[src/rtl/ctrfe_pkg.sv]
// Package: shared constants and types for the counter-mode register front end.
// Assumes byte-wide command streams and a 3-bit register address.
package ctrfe_pkg;
    localparam int BYTE_W = 8;
    localparam int ADDR_W = 3;

    localparam logic [ADDR_W-1:0] A_CTRL  = 3'd0;
    localparam logic [ADDR_W-1:0] A_KEY   = 3'd1;
    localparam logic [ADDR_W-1:0] A_NONCE = 3'd2;
    localparam logic [ADDR_W-1:0] A_DIN   = 3'd3;
    localparam logic [ADDR_W-1:0] A_DOUT  = 3'd4;

    localparam logic [3:0] CMD_RD = 4'h0;
    localparam logic [3:0] CMD_WR = 4'h1;

    localparam logic [BYTE_W-1:0] CTRL_FINISHED = 8'h08;

    typedef enum logic [1:0] {
        P_CMD  = 2'd0,
        P_DATA = 2'd1,
        P_RESP = 2'd2
    } prs_state_t;
endpackage

[src/rtl/ctrfe_parser.sv]
// Module: command parser. Decodes command bytes, collects write payloads and
// holds one read response on the output stream. Assumes rd_data is the
// addressed register's current byte, presented combinationally for acc_addr.
module ctrfe_parser
    import ctrfe_pkg::*;
(
    input  logic              clk,
    input  logic              rst_n,
    input  logic [BYTE_W-1:0] s_tdata,
    input  logic              s_tvalid,
    output logic              s_tready,
    output logic [BYTE_W-1:0] m_tdata,
    output logic              m_tvalid,
    input  logic              m_tready,
    output logic              rd_stb,
    output logic              wr_stb,
    output logic [ADDR_W-1:0] acc_addr,
    output logic [BYTE_W-1:0] wr_data,
    input  logic [BYTE_W-1:0] rd_data
);
    prs_state_t        state_q;
    logic [ADDR_W-1:0] addr_q;
    logic [BYTE_W-1:0] resp_q;
    logic              resp_vld_q;
    logic              unused_rsvd;

    assign unused_rsvd = s_tdata[7];

    // Strobes and addressing for the register bank.
    always_comb begin
        s_tready = (state_q != P_RESP);
        rd_stb   = (state_q == P_CMD) && s_tvalid && (s_tdata[3:0] == CMD_RD);
        wr_stb   = (state_q == P_DATA) && s_tvalid;
        acc_addr = (state_q == P_DATA) ? addr_q : s_tdata[6:4];
        wr_data  = s_tdata;
    end

    assign m_tdata  = resp_q;
    assign m_tvalid = resp_vld_q;

    // Command sequencing: command byte, optional payload, held response.
    always_ff @(posedge clk) begin
        if (!rst_n) begin
            state_q    <= P_CMD;
            addr_q     <= '0;
            resp_q     <= '0;
            resp_vld_q <= 1'b0;
        end else begin
            case (state_q)
                P_CMD: begin
                    if (s_tvalid) begin
                        if (s_tdata[3:0] == CMD_WR) begin
                            addr_q  <= s_tdata[6:4];
                            state_q <= P_DATA;
                        end else if (s_tdata[3:0] == CMD_RD) begin
                            resp_q     <= rd_data;
                            resp_vld_q <= 1'b1;
                            state_q    <= P_RESP;
                        end
                    end
                end
                P_DATA: begin
                    if (s_tvalid) state_q <= P_CMD;
                end
                P_RESP: begin
                    if (m_tready) begin
                        resp_vld_q <= 1'b0;
                        state_q    <= P_CMD;
                    end
                end
                default: state_q <= P_CMD;
            endcase
        end
    end

    // no new byte is taken while a response is pending.
    assert_no_accept_in_resp_R4: assert property (@(posedge clk) disable iff (!rst_n)
        !(s_tready && m_tvalid));

    // a stalled response holds its value.
    assert_resp_hold_R4: assert property (@(posedge clk) disable iff (!rst_n)
        (m_tvalid && !m_tready) |=> (m_tvalid && $stable(m_tdata)));
endmodule

[src/rtl/ctrfe_bytefile.sv]
// Module: byte-addressed register of DEPTH bytes with its own wrapping index.
// Reads and writes act on the byte at the index and then advance it. A whole
// block load and separate data/index clears are provided. Byte 0 maps to the
// most significant byte of the flat view.
module ctrfe_bytefile #(
    parameter int DEPTH = 16
) (
    input  logic               clk,
    input  logic               rst_n,
    input  logic               clr_data,
    input  logic               clr_idx,
    input  logic               load,
    input  logic [DEPTH*8-1:0] load_val,
    input  logic               wr,
    input  logic               rd,
    input  logic [7:0]         wdata,
    output logic [7:0]         rdata,
    output logic [DEPTH*8-1:0] flat
);
    localparam int IDX_W = (DEPTH > 1) ? $clog2(DEPTH) : 1;
    localparam logic [IDX_W-1:0] LAST = IDX_W'(DEPTH - 1);

    logic [7:0]       mem [DEPTH];
    logic [IDX_W-1:0] idx_q;
    logic [IDX_W-1:0] idx_nxt;

    assign idx_nxt = (idx_q == LAST) ? '0 : idx_q + 1'b1;
    assign rdata   = mem[idx_q];

    genvar g;
    generate
        for (g = 0; g < DEPTH; g++) begin : g_flat
            assign flat[DEPTH*8-1-8*g -: 8] = mem[g];
        end
    endgenerate

    // Byte storage: clear, whole-block load, or single-byte write.
    always_ff @(posedge clk) begin
        if (!rst_n || clr_data) begin
            for (int i = 0; i < DEPTH; i++) mem[i] <= '0;
        end else if (load) begin
            for (int i = 0; i < DEPTH; i++) mem[i] <= load_val[DEPTH*8-1-8*i -: 8];
        end else if (wr) begin
            mem[idx_q] <= wdata;
        end
    end

    // Byte index: advances on every access, wraps after the last byte.
    always_ff @(posedge clk) begin
        if (!rst_n || clr_idx) idx_q <= '0;
        else if (wr || rd)     idx_q <= idx_nxt;
    end

    // an access at the last byte returns the index to byte 0.
    assert_idx_wrap_R3: assert property (@(posedge clk) disable iff (!rst_n)
        ((wr || rd) && !clr_idx && idx_q == LAST) |=> (idx_q == '0));
endmodule

[src/rtl/ctrfe_ctrl.sv]
// Module: control register and block counter. Launches the keystream engine,
// reloads or continues the counter, and closes an operation on done.
// Assumes at most one control write per cycle and a one-cycle done pulse.
module ctrfe_ctrl #(
    parameter int CTR_W = 32
) (
    input  logic             clk,
    input  logic             rst_n,
    input  logic             ctrl_wr,
    input  logic [7:0]       wdata,
    input  logic             eng_done,
    output logic [7:0]       ctrl_q,
    output logic [CTR_W-1:0] ctr_q,
    output logic             soft_clr,
    output logic             dout_load,
    output logic             eng_start
);
    logic running;
    logic accept;
    logic launch;
    logic unused_hi;

    assign unused_hi = ^{wdata[7:3]};

    // Decode of control writes and engine completion.
    always_comb begin
        running   = ctrl_q[2];
        soft_clr  = ctrl_wr && wdata[0];
        accept    = ctrl_wr && !wdata[0] && !running;
        launch    = accept && wdata[2];
        dout_load = eng_done && running && !soft_clr;
    end

    // Control bits, counter and start pulse.
    always_ff @(posedge clk) begin
        if (!rst_n) begin
            ctrl_q    <= '0;
            ctr_q     <= '0;
            eng_start <= 1'b0;
        end else begin
            eng_start <= launch;
            if (soft_clr) begin
                ctrl_q <= '0;
                ctr_q  <= '0;
            end else if (dout_load) begin
                ctrl_q <= 8'h08;
                ctr_q  <= ctr_q + 1'b1;
            end else if (accept) begin
                ctrl_q[2:1] <= wdata[2:1];
                if (launch) ctrl_q[3] <= 1'b0;
                if (launch && wdata[1]) ctr_q <= CTR_W'(1);
            end
        end
    end

    // the start pulse lasts exactly one cycle.
    assert_start_single_R6: assert property (@(posedge clk) disable iff (!rst_n)
        eng_start |=> !eng_start);

    // a start is shown with the operation running and finished cleared.
    assert_start_state_R9: assert property (@(posedge clk) disable iff (!rst_n)
        eng_start |-> (ctrl_q[2] && !ctrl_q[3]));

    // completion leaves only the finished flag set.
    assert_done_ctrl_R8: assert property (@(posedge clk) disable iff (!rst_n)
        dout_load |=> (ctrl_q == 8'h08));
endmodule

[src/rtl/ctr_cmd_frontend.sv]
// Module: top of the byte-command counter-mode register front end. Connects
// the parser, the control unit and the four byte registers, and muxes reads.
// Assumes the keystream engine holds eng_keystream valid while eng_done is high.
module ctr_cmd_frontend
    import ctrfe_pkg::*;
#(
    parameter int KEY_BYTES   = 16,
    parameter int NONCE_BYTES = 12,
    parameter int BLK_BYTES   = 16
) (
    input  logic                   clk,
    input  logic                   rst_n,
    input  logic [7:0]             s_tdata,
    input  logic                   s_tvalid,
    output logic                   s_tready,
    output logic [7:0]             m_tdata,
    output logic                   m_tvalid,
    input  logic                   m_tready,
    output logic [KEY_BYTES*8-1:0] eng_key,
    output logic [BLK_BYTES*8-1:0] eng_block,
    output logic                   eng_start,
    input  logic                   eng_done,
    input  logic [BLK_BYTES*8-1:0] eng_keystream
);
    localparam int CTR_W = (BLK_BYTES - NONCE_BYTES) * 8;

    logic              rd_stb, wr_stb;
    logic [ADDR_W-1:0] acc_addr;
    logic [7:0]        wr_data, rd_data;
    logic [7:0]        ctrl_q;
    logic [CTR_W-1:0]  ctr_q;
    logic              soft_clr, dout_load;
    logic [7:0]        key_rd, nonce_rd, din_rd, dout_rd;
    logic [NONCE_BYTES*8-1:0] nonce_flat;
    logic [BLK_BYTES*8-1:0]   din_flat, dout_flat;
    logic              unused_dout;

    assign unused_dout = ^dout_flat;

    ctrfe_parser u_parser (
        .clk(clk), .rst_n(rst_n),
        .s_tdata(s_tdata), .s_tvalid(s_tvalid), .s_tready(s_tready),
        .m_tdata(m_tdata), .m_tvalid(m_tvalid), .m_tready(m_tready),
        .rd_stb(rd_stb), .wr_stb(wr_stb), .acc_addr(acc_addr),
        .wr_data(wr_data), .rd_data(rd_data)
    );

    ctrfe_ctrl #(.CTR_W(CTR_W)) u_ctrl (
        .clk(clk), .rst_n(rst_n),
        .ctrl_wr(wr_stb && acc_addr == A_CTRL), .wdata(wr_data),
        .eng_done(eng_done), .ctrl_q(ctrl_q), .ctr_q(ctr_q),
        .soft_clr(soft_clr), .dout_load(dout_load), .eng_start(eng_start)
    );

    ctrfe_bytefile #(.DEPTH(KEY_BYTES)) u_key (
        .clk(clk), .rst_n(rst_n), .clr_data(soft_clr), .clr_idx(soft_clr),
        .load(1'b0), .load_val('0),
        .wr(wr_stb && acc_addr == A_KEY), .rd(rd_stb && acc_addr == A_KEY),
        .wdata(wr_data), .rdata(key_rd), .flat(eng_key)
    );

    ctrfe_bytefile #(.DEPTH(NONCE_BYTES)) u_nonce (
        .clk(clk), .rst_n(rst_n), .clr_data(soft_clr), .clr_idx(soft_clr),
        .load(1'b0), .load_val('0),
        .wr(wr_stb && acc_addr == A_NONCE), .rd(rd_stb && acc_addr == A_NONCE),
        .wdata(wr_data), .rdata(nonce_rd), .flat(nonce_flat)
    );

    ctrfe_bytefile #(.DEPTH(BLK_BYTES)) u_din (
        .clk(clk), .rst_n(rst_n), .clr_data(soft_clr), .clr_idx(soft_clr),
        .load(1'b0), .load_val('0),
        .wr(wr_stb && acc_addr == A_DIN), .rd(rd_stb && acc_addr == A_DIN),
        .wdata(wr_data), .rdata(din_rd), .flat(din_flat)
    );

    // Data-out: loaded only by completion; bus writes are dropped.
    ctrfe_bytefile #(.DEPTH(BLK_BYTES)) u_dout (
        .clk(clk), .rst_n(rst_n), .clr_data(1'b0), .clr_idx(soft_clr),
        .load(dout_load), .load_val(din_flat ^ eng_keystream),
        .wr(1'b0), .rd(rd_stb && acc_addr == A_DOUT),
        .wdata(wr_data), .rdata(dout_rd), .flat(dout_flat)
    );

    assign eng_block = {nonce_flat, ctr_q};

    // Read data select for the addressed register.
    always_comb begin
        case (acc_addr)
            A_CTRL:  rd_data = ctrl_q;
            A_KEY:   rd_data = key_rd;
            A_NONCE: rd_data = nonce_rd;
            A_DIN:   rd_data = din_rd;
            A_DOUT:  rd_data = dout_rd;
            default: rd_data = 8'h00;
        endcase
    end

    // a soft reset empties key, counter block and control.
    assert_soft_clear_R10: assert property (@(posedge clk) disable iff (!rst_n)
        soft_clr |=> (eng_key == '0 && eng_block == '0 && ctrl_q == 8'h00));
endmodule

[config.mk]
export PLATFORM = sky130hd
export DESIGN_NAME = ctr_cmd_frontend
export DESIGN_NICKNAME = d
export VERILOG_FILES = /design/src/rtl/ctrfe_pkg.sv /design/src/rtl/ctrfe_parser.sv /design/src/rtl/ctrfe_bytefile.sv /design/src/rtl/ctrfe_ctrl.sv /design/src/rtl/ctr_cmd_frontend.sv
export SDC_FILE = /design/constraint.sdc
export NUM_CORES = 1
export LEC_CHECK = 0
export BUFFER_PORTS_ARGS = -buffer_cell sky130_fd_sc_hd__buf_2
export CAP_MARGIN = 20
export CORE_MARGIN = 4
export CORE_UTILIZATION = 50
export DETAILED_ROUTE_END_ITERATION = 10
export GPL_TIMING_DRIVEN = 0
export PLACE_DENSITY = 0.76
export SKIP_CTS_REPAIR_TIMING = 1
export SYNTH_ARGS = -nofsm -noshare
export SYNTH_HDL_FRONTEND = slang
export SYNTH_SLANG_ARGS = --single-unit
[constraint.sdc]
create_clock -name clk -period 12 [get_ports clk]
set_clock_uncertainty 0.05 [all_clocks]
set_input_delay 1.2 -clock clk [delete_from_list [all_inputs] [get_ports clk]]
set_output_delay 1.2 -clock clk [all_outputs]
set_load 0.02 [all_outputs]
# Word level (Yosys, flattened, before mapping)
# Memories as Yosys holds them, arrays and structs flattened. A register that Yosys moved wholly into a read port is not among the register bits.
# Index checks and enable logic that the tools add are counted.
[word_totals] register_bits=66 input_bits=141 ramBits=480 memories=4
[mem_list] memory="u_din.mem" words=16 word_bits=8 rd=17 rd_ports_with_merged_regs=1 wr=16 line="ctrfe_bytefile.sv:23" source="logic [7:0] mem [DEPTH];"
[mem_list] memory="u_dout.mem" words=16 word_bits=8 rd=1 rd_ports_with_merged_regs=1 wr=16 line="ctrfe_bytefile.sv:23"
[mem_list] memory="u_key.mem" words=16 word_bits=8 rd=17 rd_ports_with_merged_regs=1 wr=16 line="ctrfe_bytefile.sv:23"
[mem_list] memory="u_nonce.mem" words=12 word_bits=8 rd=13 rd_ports_with_merged_regs=1 wr=12 line="ctrfe_bytefile.sv:23"
[classes] muxes=71 addsub=5 reduce_logical=44 n_eq_ne=18 n_bitwise=19
[ops] op="$mux W8" count=19
[ops] op="$xor A128 B128 Y128" count=1
[ops] op="$mux W32" count=3
[ops] op="$mux W4" count=15
[ops] op="$pmux W8 S5" count=1
[ops] op="$add A32 B1 Y32 const B" count=1
[ops] op="$reduce_or A8 Y1" count=3
[ops] op="$mux W1" count=23
[ops] op="$logic_and A1 B1 Y1" count=18
[ops] op="$add A4 B1 Y4 const B" count=4
[ops] op="$eq A4 B4 Y1 const B" count=4
[ops] op="$or A1 B1 Y1" count=16
[ops] op="$ne A2 B2 Y1 const B" count=6
[ops] op="$mux W2" count=5
[ops] op="$mux W3" count=3
[ops] op="$reduce_and A4 Y1" count=2
[ops] op="$reduce_bool A2 Y1" count=4
[ops] op="$eq A3 B2 Y1 const B" count=2
[ops] op="$pmux W2 S3" count=1
[ops] op="$reduce_and A5 Y1" count=1
[ops] op="$eq A4 B1 Y1 const B" count=1
[ops] op="$logic_not A1 Y1" count=4
[ops] op="$logic_not A4 Y1" count=1
[ops] op="$logic_or A1 B1 Y1" count=4
[ops] op="13 further kinds" count=15

# Longest topological paths before layout
# Gate-level depths: netlist of run 1.
[depth] ltp_word=11 mapped_depth=10 mapped_depth_nobuf=6

# Cells and area by module
# From an unflattened synthesis of run 1, not the netlist that was laid out.
[hier_totals] cells_unflattened=2418 hier_area_um2=31928.1
[modules_own_cells] module="ctrfe_bytefile at u_dout ..." area_per_inst_um2=7101.8 seq_area_each_um2=4003.8 instances=2 cells_each=501
[modules_own_cells] module="ctrfe_bytefile at u_din" area_per_inst_um2=7104.3 seq_area_each_um2=4003.8 instances=1 cells_each=501
[modules_own_cells] module="ctrfe_bytefile at u_nonce" area_per_inst_um2=6560.0 seq_area_each_um2=4003.8 instances=1 cells_each=434
[modules_own_cells] module="ctrfe_ctrl" area_per_inst_um2=1801.7 seq_area_each_um2=720.7 instances=1 cells_each=218
[modules_own_cells] module="ctr_cmd_frontend" area_per_inst_um2=1550.2 seq_area_each_um2=0.0 instances=1 cells_each=186
[modules_own_cells] module="ctrfe_parser" area_per_inst_um2=708.2 seq_area_each_um2=280.3 instances=1 cells_each=77

# Worst setup path after synthesis of run 1
# Ideal clock, no wire load.
[synth_timing] path_kind="input to register" startpoint="input port s_tvalid" endpoint="memory u_dout.mem[0][0], enable pin" path_stages=6 setup_ns=1.122 path_buffers=2 arrival_ns=4.246 slack_ns=6.582 path_cell_list="and3b_2 -> buf_2 -> nand2_1 -> o311ai_0 -> buf_2 -> nand2_1"
[synth_rtl] element="from (decl)" line="ctr_cmd_frontend.sv:14" source="input logic s_tvalid,"
[synth_rtl] element="to (decl)" line="ctrfe_bytefile.sv:23"

==> results of run 1 <==
-- per-stage QoR --
stage           util  cell area (um2)  hold slack (ns)
2_1_floorplan      -            27900            0.407
3_3_place_gp   0.559            30900            0.386
5_1_grt        0.597            33000            0.448
3_5_place_dp   0.561            31000            0.391
6_report       0.597            33000            0.407
4_1_cts        0.597            32900            0.405
-- worst max-delay path: stages --
cell and delay [ns]:
sky130_fd_sc_hd__buf_2 0.24, sky130_fd_sc_hd__clkbuf_1 0.52, sky130_fd_sc_hd__mux2i_1 0.28, sky130_fd_sc_hd__buf_2 0.25, sky130_fd_sc_hd__a41oi_1 0.60, sky130_fd_sc_hd__clkbuf_1 0.60
sky130_fd_sc_hd__buf_1 0.65, sky130_fd_sc_hd__nand2_1 0.61
-- cells by family after synthesis --
kind of cell	Yosys count	share of synthesized area
compound gates	138	0.0331
xor+xnor	139	0.0436
fa+ha+maj	14	0.00628
buf+inv	203	0.0306
flops	594	0.610
mux	180	0.129
simple gates	767	0.147
-- synthesized netlist by cell type (all sizes together) (3+ instances only) --
cell type,n
edfxtp,512
and3,238
nor2,191
mux4,143
clkbuf,134
xnor2,131
and2,105
nand2,92
dfxtp,82
buf,43
nor3,38
mux2i,34
o21ai,33
a21oi,30
nand3,29
a211oi,28
inv,23
ha,14
nor2b,14
nor4,12
nand4,11
o211ai,11
nand2b,9
or4,8
xor2,8
o41ai,6
a31oi,5
and3b,5
or3,5
a31o,4
o31ai,4
a32oi,3
mux2,3
nor3b,3
o311ai,3
-- flip-flops by register name, summed over array words and instances, names as in the netlist, named ones only --
| register | cells |
|---|---|
| u_parser.m_tvalid | 1 |
| u_parser.m_tdata | 8 |
| u_nonce.idx_q | 4 |
| u_ctrl.ctrl_q | 3 |
| u_key.mem | 128 |
| u_din.mem | 128 |
| u_din.idx_q | 4 |
| u_dout.idx_q | 4 |
| u_dout.mem | 128 |
| u_parser.addr_q | 3 |
| u_ctrl.ctr_q | 32 |
| u_nonce.mem | 128 |
| u_key.idx_q | 4 |
| u_parser.state_q | 2 |
| u_ctrl.eng_start | 1 |
-- cell usage in the layout (no fill, tap or decap), drive strengths merged, types with 4 or more instances in the layout --
cell,instances
a211oi,28
o31ai,4
nor3,38
xnor2,131
nand2b,9
o41ai,6
clkbuf,219
nor4,12
nor2,191
a31o,4
or4,8
buf,462
nand3,29
ha,14
and2,105
mux2i,34
clkinv,21
or3,5
inv,25
clkinvlp,4
xor2,8
a21oi,30
o21ai,33
a31oi,5
nand2,92
and3,238
edfxtp,512
diode,6
nor2b,14
nand4,11
o211ai,11
mux4,143
and3b,5
dfxtp,82
-- cell type report --
class	count	share of cell area
flip-flops and latches	594	0.516
multi-input cells	1238	0.304
repair buffers	419	0.0649
clock buffers	85	0.0521
well taps	748	0.0284
plain buffers	178	0.0231
clock inverters	28	0.00774
inverters	25	0.00285
diodes	6	0.000455
-- report_power, final --
group / switching (mW) / internal, mW / leakage, nW
registers: 0.0484 / 2.31 / 5.87
clock network: 0.830 / 1.07 / 0.963
logic: 0.200 / 0.102 / 6.12
-- worst min-delay path by stage --
stage                                            end  slack [ns]
floorplan              u_ctrl.ctrl_q[3]$_SDFFE_PP0P_        0.41
global placement    u_parser.m_tdata[7]$_SDFFE_PN0P_        0.39
detailed placement  u_parser.m_tdata[4]$_SDFFE_PN0P_        0.39
CTS                 u_parser.m_tdata[4]$_SDFFE_PN0P_        0.41
global route        u_parser.m_tdata[4]$_SDFFE_PN0P_        0.45
finish              u_parser.m_tdata[4]$_SDFFE_PN0P_        0.41
-- per-layer routing --
metal	share of wire	up-vias	routed length [um]	global-route usage
met1	0.33	10300	31900	0.394
li1	-	8592	-	-
met5	0	-	0	0
met3	0.15	356	14200	0.0974
met4	0.056	0	5460	0.149
met2	0.47	1858	45600	0.509
==> results.txt, run 1 <==
----------------------------------------------------
[Job]
  Reported max-cap violation count ... 0

[Yosys]
  Average cell area after synthesis ... 13.7 um2
  Number of register bits inferred by synthesis ... 594
  Async set-reset flop share out of synthesis ... 0
  Register area share after synthesis ... 0.610
  Top cell type's share of synthesized area ... 0.551
  Leading post-synthesis cells by cell area ... sky130_fd_sc_hd__edfxtp_1 (55%), sky130_fd_sc_hd__mux4_2 (12%), sky130_fd_sc_hd__dfxtp_1 (5.9%)
  Synth Cell Area ... 0.0279 mm2
  Post-synth net total ... 2,190
  Count of flip-flops with a built-in enable after synthesis ... 512
  Most used DFF post-synth ... sky130_fd_sc_hd__edfxtp_1
  Synth warnings ... 0
  Post-synthesis instance total ... 2,035
  Number of distinct library cells after synthesis ... 67
  Post-synth top area cell ... sky130_fd_sc_hd__edfxtp_1

[Setup path]
  Kind of capture point of the worst setup path ... flip-flop
  Arrival time at the worst endpoint ... 4.96 ns
  Highest fanout seen on the critical path ... 10
  End of the critical path ... u_din.mem[10][7]$_SDFFCE_PN0P_
  Setup CP Type ... in -> reg
  Critical Path RT ... 12.17 ns
  Startpoint of the lowest-slack register-to-register path ... u_parser.state_q[1]$_SDFFE_PN0P_
  Register-to-register setup slack ... 7.93 ns
  Number of cells on the worst reg-to-reg path ... 8
  FF-to-FF End ... u_din.mem[10][7]$_SDFFCE_PN0P_
  Critical Path Source Type ... input port
  Launch point of the critical path ... s_tdata[6]

[Timing]
  Total of endpoints with negative setup slack in the final report ... 0
  Final critical-path setup slack ... 7.21 ns
  RSZ-0062 raised after global routing ... false
  Final critical delay including setup and external delays ... 4.79 ns
  Total count of hold-check failures in the final report ... 0
  Total negative slack for setup checks ... 0 ns
  Highest Clock Rate ... 209 MHz
  Fraction of the cycle the final worst path needs ... 0.399
  Slew Limit Headroom ... 0.306
  Worst Tran Pin Value ... 1.04 ns
  Number of pins with negative max-slew slack in the final report ... 0

[GRT]
  Number of global-route vias before repair ... 20,600
  Residual overflow from global routing ... 0
  Number of antenna violations at the first check in global routing ... 5
  GRT Util Overall ... 0.316
  Maximum number of pins on one net before global-route repair ... 71
  First-pass GRT wire length ... 138,000 um

[Pwr]
  Total power divided by cell area ... 138 mW/mm2
  LEAKAGE ... 13.0 nW
  Total Power ... 4.55 mW
  Largest voltage drop on the vdd net ... 0.109 mV

[Clock tree]
  Clock edge transition at the registers on the reported setup and hold paths ... 0.06 ns
  CTS buffer count ... 60
  Master cell of the clock root buffer ... sky130_fd_sc_hd__clkbuf_16
  TritonCTS clock tree ... done
  Clock buffer depth ... 3
  TritonCTS Sinks ... 594
  H-tree level count ... 2
  Later-pin clock latency in the skew report ... 0.64 ns

[Routing]
  Average detailed-routed wire length per instance ... 29.3 um
  Drt first-iter violations ... 2,936
  Detailed-routing iteration count for the pre-antenna-repair pass ... 6
  Via count normalized by instance count ... 6.35
  ANT nets after route ... 0
  Via count ... 21,100
  DRC viols ... 0
  Total wire length after detailed routing ... 97,200 um

[Place]
  GP Congestion ... 0.966
  Total of buffers placed on input and output ports ... 406
  Cell total after placement ... 3,201
  Half-perimeter wire length after detailed placement ... 72,000 um
  Post-place setup slack ... 6.76 ns

[Finish]
  Number of nets in the finished design ... 2,671
  Register area ... 0.0170 mm2
  Area used by multi-input combinational logic ... 0.0100 mm2
  Post-route non-filler standard cell count ... 3,321
  Fraction of final layout cells sized beyond drive strength 1 ... 0.280
  Layout overhead on the synthesized area ... 18.2%
  Count of fill cells added during filler insertion ... 4,224

[Floorplanning]
  Initial cell density of the core ... 0.505
  Area of the placeable core ... 0.0552 mm2
  Chip height ... 244 um
  Die width ... 244 um
  I/O pin total ... 408
  Number of rows in the core area ... 86
  Die area ... 0.0596 mm2

[Worst hold path]
  Startpoint of the tightest hold check path ... u_parser.m_tdata[4]$_SDFFE_PN0P_
  Hold crit path type ... reg -> reg
  Number of instances on the worst hold path ... 2

[Status]
  Outcome ... finished, final reports clean

----------------------------------------------------
Note: power is estimated with default switching activity, not from simulation.
==> inputs of run 2 (changes only) <==
==> constraint.sdc (replaced) <==
create_clock -name clk -period 4.7 [get_ports clk]
set_clock_uncertainty 0.05 [all_clocks]
set_input_delay 0.47 -clock clk [delete_from_list [all_inputs] [get_ports clk]]
set_output_delay 0.47 -clock clk [all_outputs]
set_load 0.02 [all_outputs]
==> results.txt, run 2 (synthesized netlist as in run 1, its figures left out) <==
----------------------------------------------------
[Timing]
  Total count of hold-check failures in the final report ... 0
  Slew Limit Headroom ... 0.271
  Final critical delay including setup and external delays ... 4.02 ns
  Total of endpoints with negative setup slack in the final report ... 0
  RSZ-0062 raised after global routing ... false
  Worst Tran Pin Value ... 1.09 ns
  Total negative slack for setup checks ... 0 ns
  Number of pins with negative max-slew slack in the final report ... 0
  Fraction of the cycle the final worst path needs ... 0.855
  Highest Clock Rate ... 249 MHz

[Floorplanning]
  Area of the placeable core ... 0.0552 mm2
  Die area ... 0.0596 mm2
  Initial cell density of the core ... 0.505
  Die width ... 244 um
  Number of rows in the core area ... 86
  I/O pin total ... 408
  Chip height ... 244 um

[Setup path]
  Critical Path Source Type ... flip-flop
  Critical Path RT ... 4.81 ns
  CP max stage delay ... 0.65 ns
  Cell family with the largest share of critical-path delay ... buffers and inverters
  Kind of capture point of the worst setup path ... flip-flop
  FF-to-FF End ... u_din.mem[10][0]$_SDFFCE_PN0P_
  Startpoint of the lowest-slack register-to-register path ... u_parser.state_q[1]$_SDFFE_PN0P_
  Setup CP Type ... reg -> reg
  Critical path buffers and inverters ... 4
  Number of cells on the worst reg-to-reg path ... 8
  Register-to-register setup slack ... 0.68 ns
  Highest fanout seen on the critical path ... 10
  Critical Path Slowest Stage Cell ... sky130_fd_sc_hd__nand2_1
  Arrival time at the worst endpoint ... 4.13 ns
  Cell Chain, Critical Path ... nand2b_1 -> buf_6 -> mux2i_1 -> buf_2 -> a41oi_1 -> clkbuf_1 -> buf_1 -> nand2_1

[Routing]
  Via count ... 21,100
  Drt first-iter violations ... 3,270
  Average detailed-routed wire length per instance ... 29.5 um
  DRC viols ... 0
  Detailed-routing iteration count for the pre-antenna-repair pass ... 5
  Via count normalized by instance count ... 6.36
  Total wire length after detailed routing ... 97,900 um
  ANT nets after route ... 0

[Pwr]
  Net Sw Power ... 2.80 mW
  Total power divided by cell area ... 358 mW/mm2
  Clock power share ... 0.426
  Switching part of the total power ... 0.237
  LEAKAGE ... 13.0 nW
  Internal power summed over all cells ... 9.02 mW
  Largest voltage drop on the vdd net ... 0.287 mV
  Total Power ... 11.8 mW
  Sequential fraction of design power ... 0.509
  Comb pwr share ... 0.065

[Finish]
  Leading cell types in the layout, fill and taps excluded ... sky130_fd_sc_hd__edfxtp_1 (512), sky130_fd_sc_hd__buf_2 (442), sky130_fd_sc_hd__and3_1 (238)
  Area used by multi-input combinational logic ... 0.0100 mm2
  Count of fill cells added during filler insertion ... 4,290
  Layout overhead on the synthesized area ... 18.4%
  Leading cell type in the layout, fill and taps excluded ... sky130_fd_sc_hd__edfxtp_1
  Number of nets in the finished design ... 2,676
  Fraction of final layout cells sized beyond drive strength 1 ... 0.281
  Non-Filler Cell Area, Final ... 0.0330 mm2
  Register area ... 0.0170 mm2

[GRT]
  Number of antenna violations at the first check in global routing ... 5
  First-pass GRT wire length ... 140,000 um
  Number of global-route vias before repair ... 20,600
  Residual overflow from global routing ... 0
  GRT Util Overall ... 0.321
  Maximum number of pins on one net before global-route repair ... 129

[Place]
  Placement Cell Area ... 0.0310 mm2
  Half-perimeter wire length after detailed placement ... 72,100 um
  Total of buffers placed on input and output ports ... 406
  GP Congestion ... 0.977

[Status]
  Outcome ... finished, final reports clean

[Worst hold path]
  Number of instances on the worst hold path ... 2
  Hold crit path type ... in -> reg
  Endpoint of the worst hold-timing path ... u_ctrl.ctr_q[0]$_SDFFE_PP0P_
  Startpoint of the tightest hold check path ... eng_done

[Clock tree]
  Later-pin clock latency in the skew report ... 0.62 ns
  Clock buffer depth ... 3
  TritonCTS Sinks ... 594
  CTS buffer count ... 66
  Clock edge transition at the registers on the reported setup and hold paths ... 0.07 ns
  TritonCTS clock tree ... done
  H-tree level count ... 3
  Master cell of the clock root buffer ... sky130_fd_sc_hd__clkbuf_16

[Job]
  Reported max-cap violation count ... 0

----------------------------------------------------
## run 2: cell count changes in the layout (fill, tap and decap cells not counted), moves of 2 or more
cell                         previous run  this run
sky130_fd_sc_hd__clkinv_4               2         0
sky130_fd_sc_hd__inv_16                 2         0
sky130_fd_sc_hd__clkinv_8               0         3
sky130_fd_sc_hd__clkinvlp_4             4         1
sky130_fd_sc_hd__clkbuf_8              10         4
sky130_fd_sc_hd__inv_6                  0         4
sky130_fd_sc_hd__clkinv_2              11        13
sky130_fd_sc_hd__clkbuf_16             62        68
## run 2: area by class of cell
cell class              instances  area share
diodes                          6    0.000454
plain buffers                 178      0.0230
clock buffers                  86      0.0542
clock inverters                30     0.00814
inverters                      25     0.00284
multi-input cells            1238       0.304
flip-flops and latches        594       0.515
well taps                     748      0.0283
repair buffers                418      0.0639
## run 2: routing by layer
layer,global-route usage,vias to the layer above,part of all wire,wire (um)
li1,-,8617,-,-
met1,0.407,10300,0.33,32400
met2,0.507,1869,0.46,45400
met3,0.0965,363,0.14,14200
met4,0.161,0,0.061,5950
met5,0,-,0,0
## run 2: worst max path at each step
stage / startpoint / endpoint / slack, ns / cells past startpoint
after global placement: s_tdata[0] / u_dout.mem[0][2]$_SDFFCE_PN0P_ / 0.20 / 6
final: u_parser.state_q[1]$_SDFFE_PN0P_ / u_din.mem[10][0]$_SDFFCE_PN0P_ / 0.68 / 8
after global routing: u_parser.state_q[1]$_SDFFE_PN0P_ / u_din.mem[10][1]$_SDFFCE_PN0P_ / 0.53 / 8
after CTS: u_parser.state_q[1]$_SDFFE_PN0P_ / u_din.mem[10][1]$_SDFFCE_PN0P_ / 0.72 / 8
after floorplan: u_parser.state_q[1]$_SDFFE_PN0P_ / u_dout.mem[0][0]$_SDFFCE_PN0P_ / 1.16 / 6
after detailed placement: s_tdata[6] / u_din.mem[10][2]$_SDFFCE_PN0P_ / 0.20 / 8
## run 2: metrics by stage
step | util | hold WS [ns] | setup slack (ns) | cells
2_1_floorplan | - | 0.407 | 1.16 | 2035
3_3_place_gp | 0.559 | 0.387 | 0.200 | 3189
3_5_place_dp | 0.561 | 0.397 | 0.196 | 3200
4_1_cts | 0.598 | 0.0366 | 0.723 | 3316
5_1_grt | 0.598 | 0.0671 | 0.527 | 3322
6_report | 0.598 | 0.0532 | 0.683 | 3323
## run 2: power by group through the flow
stage | sequential (mW) | clock (mW) | combinational, mW
floorplan | 6.15 | 0 | 0.313
global placement | 6.11 | 0 | 0.737
detailed placement | 6.11 | 0 | 0.755
CTS | 6.00 | 5.02 | 0.758
global route | 6.02 | 5.27 | 0.802
finish | 6.01 | 5.04 | 0.771
